$ cat src/rtl/vec_prio_pkg.sv
package vec_prio_pkg;
  typedef struct packed {
    logic init;
    logic dlvDo;
    logic ackTake;
    logic ackToIsr;
    logic eoiDo;
  } strobe_t;
endpackage

$ cat src/rtl/vec_prio_enc.sv
module vec_prio_enc #(
  parameter int NUM_VEC = 256,
  localparam int IDX_W = $clog2(NUM_VEC)
) (
  input  logic [NUM_VEC-1:0] bitsIn,
  output logic [IDX_W-1:0]   topIdx,
  output logic               anySet
);
  always_comb begin
    topIdx = '0;
    anySet = 1'b0;
    for (int i = 0; i < NUM_VEC; i++) begin
      if (bitsIn[i]) begin
        topIdx = IDX_W'(i);
        anySet = 1'b1;
      end
    end
  end
endmodule

$ cat src/rtl/vec_prio_dp.sv
module vec_prio_dp
  import vec_prio_pkg::*;
#(
  parameter int NUM_VEC = 256,
  localparam int IDX_W = $clog2(NUM_VEC)
) (
  input  logic             clk,
  input  logic             rstN,
  input  strobe_t          strb,
  input  logic [IDX_W-1:0] dlvVector,
  input  logic             dlvLevel,
  output logic [IDX_W-1:0] irrTop,
  output logic             irrValid,
  output logic [IDX_W-1:0] isrTop,
  output logic             isrValid,
  output logic             topLevel
);
  logic [NUM_VEC-1:0] irrVec, isrVec, tmrVec;
  logic [NUM_VEC-1:0] irrNext, isrNext, tmrNext;

  vec_prio_enc #(.NUM_VEC(NUM_VEC)) u_irrEnc (.bitsIn(irrVec), .topIdx(irrTop), .anySet(irrValid));
  vec_prio_enc #(.NUM_VEC(NUM_VEC)) u_isrEnc (.bitsIn(isrVec), .topIdx(isrTop), .anySet(isrValid));

  assign topLevel = tmrVec[irrTop];

  // Acknowledge clears first, then the delivery sets; EOI clears before the ack's in-service set.
  always_comb begin
    irrNext = irrVec;
    isrNext = isrVec;
    tmrNext = tmrVec;
    if (strb.ackTake)  irrNext[irrTop] = 1'b0;
    if (strb.eoiDo)    isrNext[isrTop] = 1'b0;
    if (strb.ackToIsr) isrNext[irrTop] = 1'b1;
    if (strb.dlvDo) begin
      irrNext[dlvVector] = 1'b1;
      tmrNext[dlvVector] = dlvLevel;
    end
  end

  always_ff @(posedge clk) begin
    if (!rstN || strb.init) begin
      irrVec <= '0;
      isrVec <= '0;
      tmrVec <= '0;
    end else begin
      irrVec <= irrNext;
      isrVec <= isrNext;
      tmrVec <= tmrNext;
    end
  end

  AST_DLV_SETS: assert property (@(posedge clk) disable iff (!rstN)
    strb.dlvDo && !strb.init |=> irrVec[$past(dlvVector)] && (tmrVec[$past(dlvVector)] == $past(dlvLevel)));
  AST_ACK_CLEARS: assert property (@(posedge clk) disable iff (!rstN)
    strb.ackTake && !strb.init && !(strb.dlvDo && dlvVector == irrTop) |=> !irrVec[$past(irrTop)]);
  AST_EOI_CLEARS: assert property (@(posedge clk) disable iff (!rstN)
    strb.eoiDo && !strb.init && !(strb.ackToIsr && irrTop == isrTop) |=> !isrVec[$past(isrTop)]);
  AST_INIT_EMPTY: assert property (@(posedge clk) disable iff (!rstN)
    strb.init |=> !irrValid && !isrValid && (tmrVec == '0));
endmodule

$ cat src/rtl/vec_prio_ctrl.sv
module vec_prio_ctrl
  import vec_prio_pkg::*;
#(
  parameter int VEC_W = 8,
  parameter int CLASS_LSB = 4,
  localparam int TPR_IN_W = VEC_W - CLASS_LSB,
  localparam int SVR_W = VEC_W + 1,
  localparam logic [VEC_W-1:0] CLS_MASK = ~VEC_W'((1 << CLASS_LSB) - 1)
) (
  input  logic                clk,
  input  logic                rstN,
  input  logic                dlvValid,
  input  logic                ackReq,
  input  logic                eoiReq,
  input  logic                tprWrEn,
  input  logic [TPR_IN_W-1:0] tprWrData,
  input  logic                svrWrEn,
  input  logic [SVR_W-1:0]    svrWrData,
  input  logic                initReq,
  input  logic [VEC_W-1:0]    irrTop,
  input  logic                irrValid,
  input  logic [VEC_W-1:0]    isrTop,
  input  logic                isrValid,
  input  logic                topLevel,
  output strobe_t             strb,
  output logic                intOut,
  output logic [VEC_W-1:0]    ackVector,
  output logic                ackLevel,
  output logic [VEC_W-1:0]    tprOut,
  output logic [VEC_W-1:0]    pprOut,
  output logic [SVR_W-1:0]    svrOut
);
  logic [VEC_W-1:0] tprReg;
  logic [SVR_W-1:0] svrReg;
  logic [VEC_W-1:0] isrCls, tprCls, pprVal;
  logic             spurHit;

  always_comb begin
    isrCls  = isrValid ? (isrTop & CLS_MASK) : '0;
    tprCls  = tprReg & CLS_MASK;
    pprVal  = (tprCls >= isrCls) ? tprReg : isrCls;
    spurHit = (tprReg != '0) && (irrTop <= tprReg);
  end

  always_comb begin
    strb.init     = initReq;
    strb.dlvDo    = dlvValid && !initReq;
    strb.ackTake  = ackReq && irrValid && !initReq;
    strb.ackToIsr = ackReq && irrValid && !initReq && !spurHit;
    strb.eoiDo    = eoiReq && isrValid && !initReq;
  end

  assign intOut    = svrReg[VEC_W] && irrValid &&
                     ((pprVal == '0) || ((irrTop & CLS_MASK) > (pprVal & CLS_MASK)));
  assign ackVector = (irrValid && !spurHit) ? irrTop : svrReg[VEC_W-1:0];
  assign ackLevel  = irrValid && !spurHit && topLevel;
  assign tprOut    = tprReg;
  assign pprOut    = pprVal;
  assign svrOut    = svrReg;

  always_ff @(posedge clk) begin
    if (!rstN || initReq) begin
      tprReg <= '0;
      svrReg <= {1'b0, {VEC_W{1'b1}}};
    end else begin
      if (tprWrEn) tprReg <= {tprWrData, {CLASS_LSB{1'b0}}};
      if (svrWrEn) svrReg <= svrWrData;
    end
  end

  AST_INT_GATED: assert property (@(posedge clk) disable iff (!rstN)
    intOut |-> svrOut[VEC_W] && irrValid);
  AST_PPR_FLOOR: assert property (@(posedge clk) disable iff (!rstN)
    pprOut >= tprOut);
  AST_TPR_LOW_ZERO: assert property (@(posedge clk) disable iff (!rstN)
    (tprOut & ~CLS_MASK) == '0);
  AST_INIT_DISABLES: assert property (@(posedge clk) disable iff (!rstN)
    initReq |=> !svrOut[VEC_W] && (tprOut == '0) && !intOut);
endmodule

$ cat src/rtl/vec_prio_core.sv
module vec_prio_core
  import vec_prio_pkg::*;
#(
  parameter int NUM_VEC = 256,
  parameter int CLASS_LSB = 4,
  localparam int VEC_W = $clog2(NUM_VEC),
  localparam int TPR_IN_W = VEC_W - CLASS_LSB,
  localparam int SVR_W = VEC_W + 1
) (
  input  logic                clk,
  input  logic                rstN,
  input  logic                dlvValid,
  input  logic [VEC_W-1:0]    dlvVector,
  input  logic                dlvLevel,
  input  logic                ackReq,
  output logic [VEC_W-1:0]    ackVector,
  output logic                ackLevel,
  input  logic                eoiReq,
  input  logic                tprWrEn,
  input  logic [TPR_IN_W-1:0] tprWrData,
  input  logic                svrWrEn,
  input  logic [SVR_W-1:0]    svrWrData,
  input  logic                initReq,
  output logic                intOut,
  output logic [VEC_W-1:0]    tprOut,
  output logic [VEC_W-1:0]    pprOut,
  output logic [SVR_W-1:0]    svrOut
);
  strobe_t          strb;
  logic [VEC_W-1:0] irrTop, isrTop;
  logic             irrValid, isrValid, topLevel;

  vec_prio_dp #(.NUM_VEC(NUM_VEC)) u_dp (
    .clk(clk), .rstN(rstN), .strb(strb), .dlvVector(dlvVector), .dlvLevel(dlvLevel),
    .irrTop(irrTop), .irrValid(irrValid), .isrTop(isrTop), .isrValid(isrValid),
    .topLevel(topLevel)
  );

  vec_prio_ctrl #(.VEC_W(VEC_W), .CLASS_LSB(CLASS_LSB)) u_ctrl (
    .clk(clk), .rstN(rstN), .dlvValid(dlvValid), .ackReq(ackReq), .eoiReq(eoiReq),
    .tprWrEn(tprWrEn), .tprWrData(tprWrData), .svrWrEn(svrWrEn), .svrWrData(svrWrData),
    .initReq(initReq), .irrTop(irrTop), .irrValid(irrValid), .isrTop(isrTop),
    .isrValid(isrValid), .topLevel(topLevel), .strb(strb), .intOut(intOut),
    .ackVector(ackVector), .ackLevel(ackLevel), .tprOut(tprOut), .pprOut(pprOut),
    .svrOut(svrOut)
  );
endmodule

$ cat config.mk
export PLATFORM = sky130hd
export DESIGN_NAME = vec_prio_core
export DESIGN_NICKNAME = d
export VERILOG_FILES = /design/src/rtl/vec_prio_pkg.sv /design/src/rtl/vec_prio_enc.sv /design/src/rtl/vec_prio_dp.sv /design/src/rtl/vec_prio_ctrl.sv /design/src/rtl/vec_prio_core.sv
export SDC_FILE = /design/constraint.sdc
export NUM_CORES = 2
export LEC_CHECK = 0
export ABC_AREA = 1
export BUFFER_PORTS_ARGS = -buffer_cell sky130_fd_sc_hd__buf_2
export CAP_MARGIN = 10
export CELL_PAD_IN_SITES_DETAIL_PLACEMENT = 1
export CELL_PAD_IN_SITES_GLOBAL_PLACEMENT = 2
export CORE_MARGIN = 5
export CORE_UTILIZATION = 38
export DETAILED_ROUTE_END_ITERATION = 6
export HOLD_SLACK_MARGIN = 0.15
export PLACE_DENSITY = 0.86
export SLEW_MARGIN = 15
export SYNTH_ARGS = -nofsm -noshare
export SYNTH_HDL_FRONTEND = slang
export SYNTH_SLANG_ARGS = --single-unit
$ cat constraint.sdc
create_clock -name clk -period 25.3 [get_ports clk]
set_clock_uncertainty 0.05 [all_clocks]
set_input_delay 3.795 -clock clk [delete_from_list [all_inputs] [get_ports clk]]
set_output_delay 3.795 -clock clk [all_outputs]
set_load 0.05 [all_outputs]
==> results by group <==
Placement
  • PortBufs: 56
  • Hpwl dp: 125000 um
  • RePlAce Congestion: ~0.87

Critical path
  • Critical Path Source Type: flip-flop
  • CP max FO: 64
  • Most frequent CP cell: nand2_1
  • Worst setup EP type: primary output
  • Setup Crit Path Kind: reg2out
  • Slowest-stage cell, CP: nand2_4
  • Critical Path Max Stage Delay: around 790 ps
  • Crit path DAT: about 18000 ps
  • Required @ worst endpoint: 21450 ps

Clock tree
  • CTS H-tree lvls: 3
  • Max Root-Sink Buffers: 3
  • Root Driver: clkbuf_16
  • Hold buffer count at CTS: 0
  • Total CTS buffers: 94
  • Postcts setup bufs: 0
  • Worst skew pair latency: 690 ps
  • Sink Count: 781
  • CTS tree: built
  • Clock transition at path regs: 60 ps
  • Post-CTS Resized: 0

Yosys
  • Ys async rst share: 0
  • Predominant post-synthesis flop cell: dfxtp_1
  • Mapped cell area: approximately 0.042 sq mm
  • Yosys warning count: 0
  • Number of synthesized flops with an enable pin: 0
  • Post-Syn Instances: 6803
  • Sequential fraction of the synthesis area: 0.371
  • Synthesized flop and latch total: 781
  • Post-synth cell types: 46
  • Avg Inst Size Synth: 6.19 sq um

STA
  • Final Cycle Share: 0.846
  • Worst slew margin: 0.248
  • Worst-Margin Slew: 1130 ps
  • Setup_tns: 0 ps
  • Hold_ws: ~400 ps
  • Post-layout min period: roughly 21000 ps
  • Final Hold Fails: 0
  • RSZ-0062 raised after global routing: false
  • F_max: ~47 MHz
  • Final number of setup-violating endpoints: 0
  • Slew Viols, Final: 0

Route
  • Routed vias/inst: 5.57
  • Pre-Repair DR Iteration Count: 5
  • Number of DRC markers in iteration 0: 3680
  • DRC errors left: 0
  • Total Routed Length: 193000 um
  • Vias: 45623
  • DR WL/cell: 23.5 um
  • Remaining antenna violation count: 0

Floorplan
  • Die H: around 340 um
  • I/O pin count: 65
  • Rows: ~120
  • Starting Density: 0.382
  • Core Footprint: 0.110 sq mm
  • Die W: 343 um
  • DIE AREA: 0.118 sq mm

Run status
  • Outcome: complete, no violations

GRT
  • Antenna violations before repair: 3
  • Largest net degree at the start of global routing: 192
  • Total GRT Usage: 0.318
  • Gr ovfl total: 0
  • Vias in the first global route: ~44000
  • First-pass GRT wire length: 286000 um

Layout
  • Area Overhead vs Synth: 10.6%
  • Multi-input logic area: 0.0216 sq mm
  • # fillers: 14690
  • Register area: 0.0156 sq mm
  • Layout cells sized above 1: 0.0532
  • Final #Nets: 6673

Pwr
  • P_int: 2110 uW
  • Clock share of power: 0.494
  • Leak: 0.0180 uW
  • P per Cell Area: 61.9 mW/mm^2
  • Reg power frac: 0.427
  • Combinational fraction of design power: 0.079
  • Peak supply drop: 0.0467 mV
  • Net Sw Power: ~770 uW
  • Switch share: 0.268

Flow run
  • Max-cap violation count: 0

Worst hold path
  • Min-Delay Path Class: reg2reg
cells in the mapped netlist (15+ instances only):
| cell | number | area share |
|---|---|---|
| a21oi_1 | 602 | 0.072 |
| buf_1 | 37 | 0.0033 |
| buf_2 | 48 | 0.0057 |
| clkbuf_1 | 313 | 0.028 |
| clkinv_1 | 15 | 0.0013 |
| dfxtp_1 | 781 | 0.37 |
| inv_1 | 863 | 0.077 |
| inv_2 | 18 | 0.0016 |
| nand2_1 | 1220 | 0.11 |
| nand3_1 | 384 | 0.046 |
| nand3b_1 | 130 | 0.023 |
| nand4_1 | 185 | 0.027 |
| nor2_1 | 1248 | 0.11 |
| nor3_1 | 215 | 0.026 |
| nor4_1 | 33 | 0.0049 |
| o21ai_0 | 585 | 0.070 |
logic make-up after synthesis:
kind of cell,count (synthesis),synth area share
fa+ha+maj,12,0.00356
simple gates,3439,0.351
flops,781,0.371
buf+inv,1307,0.119
other cells,1,0.0000890
compound gates,1263,0.155
cell usage in the layout (no fill, tap or decap), types with 13 or more instances in the layout:
cell type  synthesis  layout
clkinv_2           0      16
nor2_4             5      13
nand2_1         1220    1219
nand4_1          185     185
inv_2             18      19
a21oi_1          602     602
clkbuf_8           0      27
nand3_1          384     384
nor4_1            33      33
nor2_1          1248    1226
inv_1            863     859
o21ai_0          585     585
buf_2             48      55
nor3_1           215     215
nor2_2             5      19
buf_4             11      78
nand3b_1         130     130
clkbuf_16          0      97
clkinv_1          15      15
dfxtp_1          781     781
clkbuf_1         313      21
final timing paths:
kind / cells past startpoint / endpoint / slack (ps) / start
max: 267 / ackLevel / 3890 / u_dp.irrVec[1]
max reg2reg: 264 / u_dp.irrVec[42] / 7390 / u_dp.irrVec[2]
min: 2 / u_dp.tmrVec[224] / 410 / u_dp.tmrVec[224]
min reg2reg: 2 / u_dp.tmrVec[224] / 410 / u_dp.tmrVec[224]
stage by stage:
| stage | total power [uW] | setup WS, ps | instance area [sq um] | instances | util |
|---|---|---|---|---|---|
| 6_report | 2890 | 3890 | 46600 | 8198 | 0.422 |
| 5_1_grt | 2970 | 1320 | 46600 | 8197 | 0.422 |
| 4_1_cts | 2900 | 3740 | 46600 | 8197 | 0.422 |
| 3_5_place_dp | 1480 | 4700 | 43400 | 8023 | 0.393 |
| 3_3_place_gp | 1480 | 4690 | 43400 | 8023 | 0.393 |
| 2_1_floorplan | 1410 | 8650 | 42100 | 6810 | - |
state kept, by name (all words and copies together), names as in the netlist:
register	flops
u_dp.isrVec	256
u_dp.irrVec	256
u_ctrl.tprOut	4
u_dp.tmrVec	256
u_ctrl.svrOut	9
metal layers:
| layer | vias up | share of wire | track usage | routed length, um |
|---|---|---|---|---|
| met2 | 1290 | 0.46 | 0.518 | 87800 |
| met3 | 396 | 0.056 | 0.0448 | 10800 |
| met4 | 6 | 0.048 | 0.135 | 9200 |
| met5 | - | 0.00017 | 0 | 33 |
| met1 | 22382 | 0.44 | 0.422 | 84800 |
| li1 | 21549 | - | - | - |
layout make-up:
cell class                 instances  area share
clock inverter                    30     0.00698
clock buffer                     144      0.0615
multi-input combinational       4722       0.464
inverter                         897      0.0726
tap                             1488      0.0400
antenna                            1   0.0000537
timing repair buffer             135      0.0192
sequential                       781       0.336
power groups by stage:
stage                     Sequential (uW)  Clock (uW)  Combinational (uW)
after floorplan                      1260           0                 143
after global placement               1260           0                 223
after detailed placement             1260           0                 225
after CTS                            1230        1440                 226
after global routing                 1230        1490                 242
final                                1230        1420                 229
worst max-delay path, delay by kind of cell, from the launching register on:
| family | cells | cell delay, ps |
|---|---|---|
| buffers and inverters | 1 | 330 |
| and+or+nand+nor | 266 | 16080 |
| DFF | 1 | 370 |
Power figures use the tool's default switching activity.
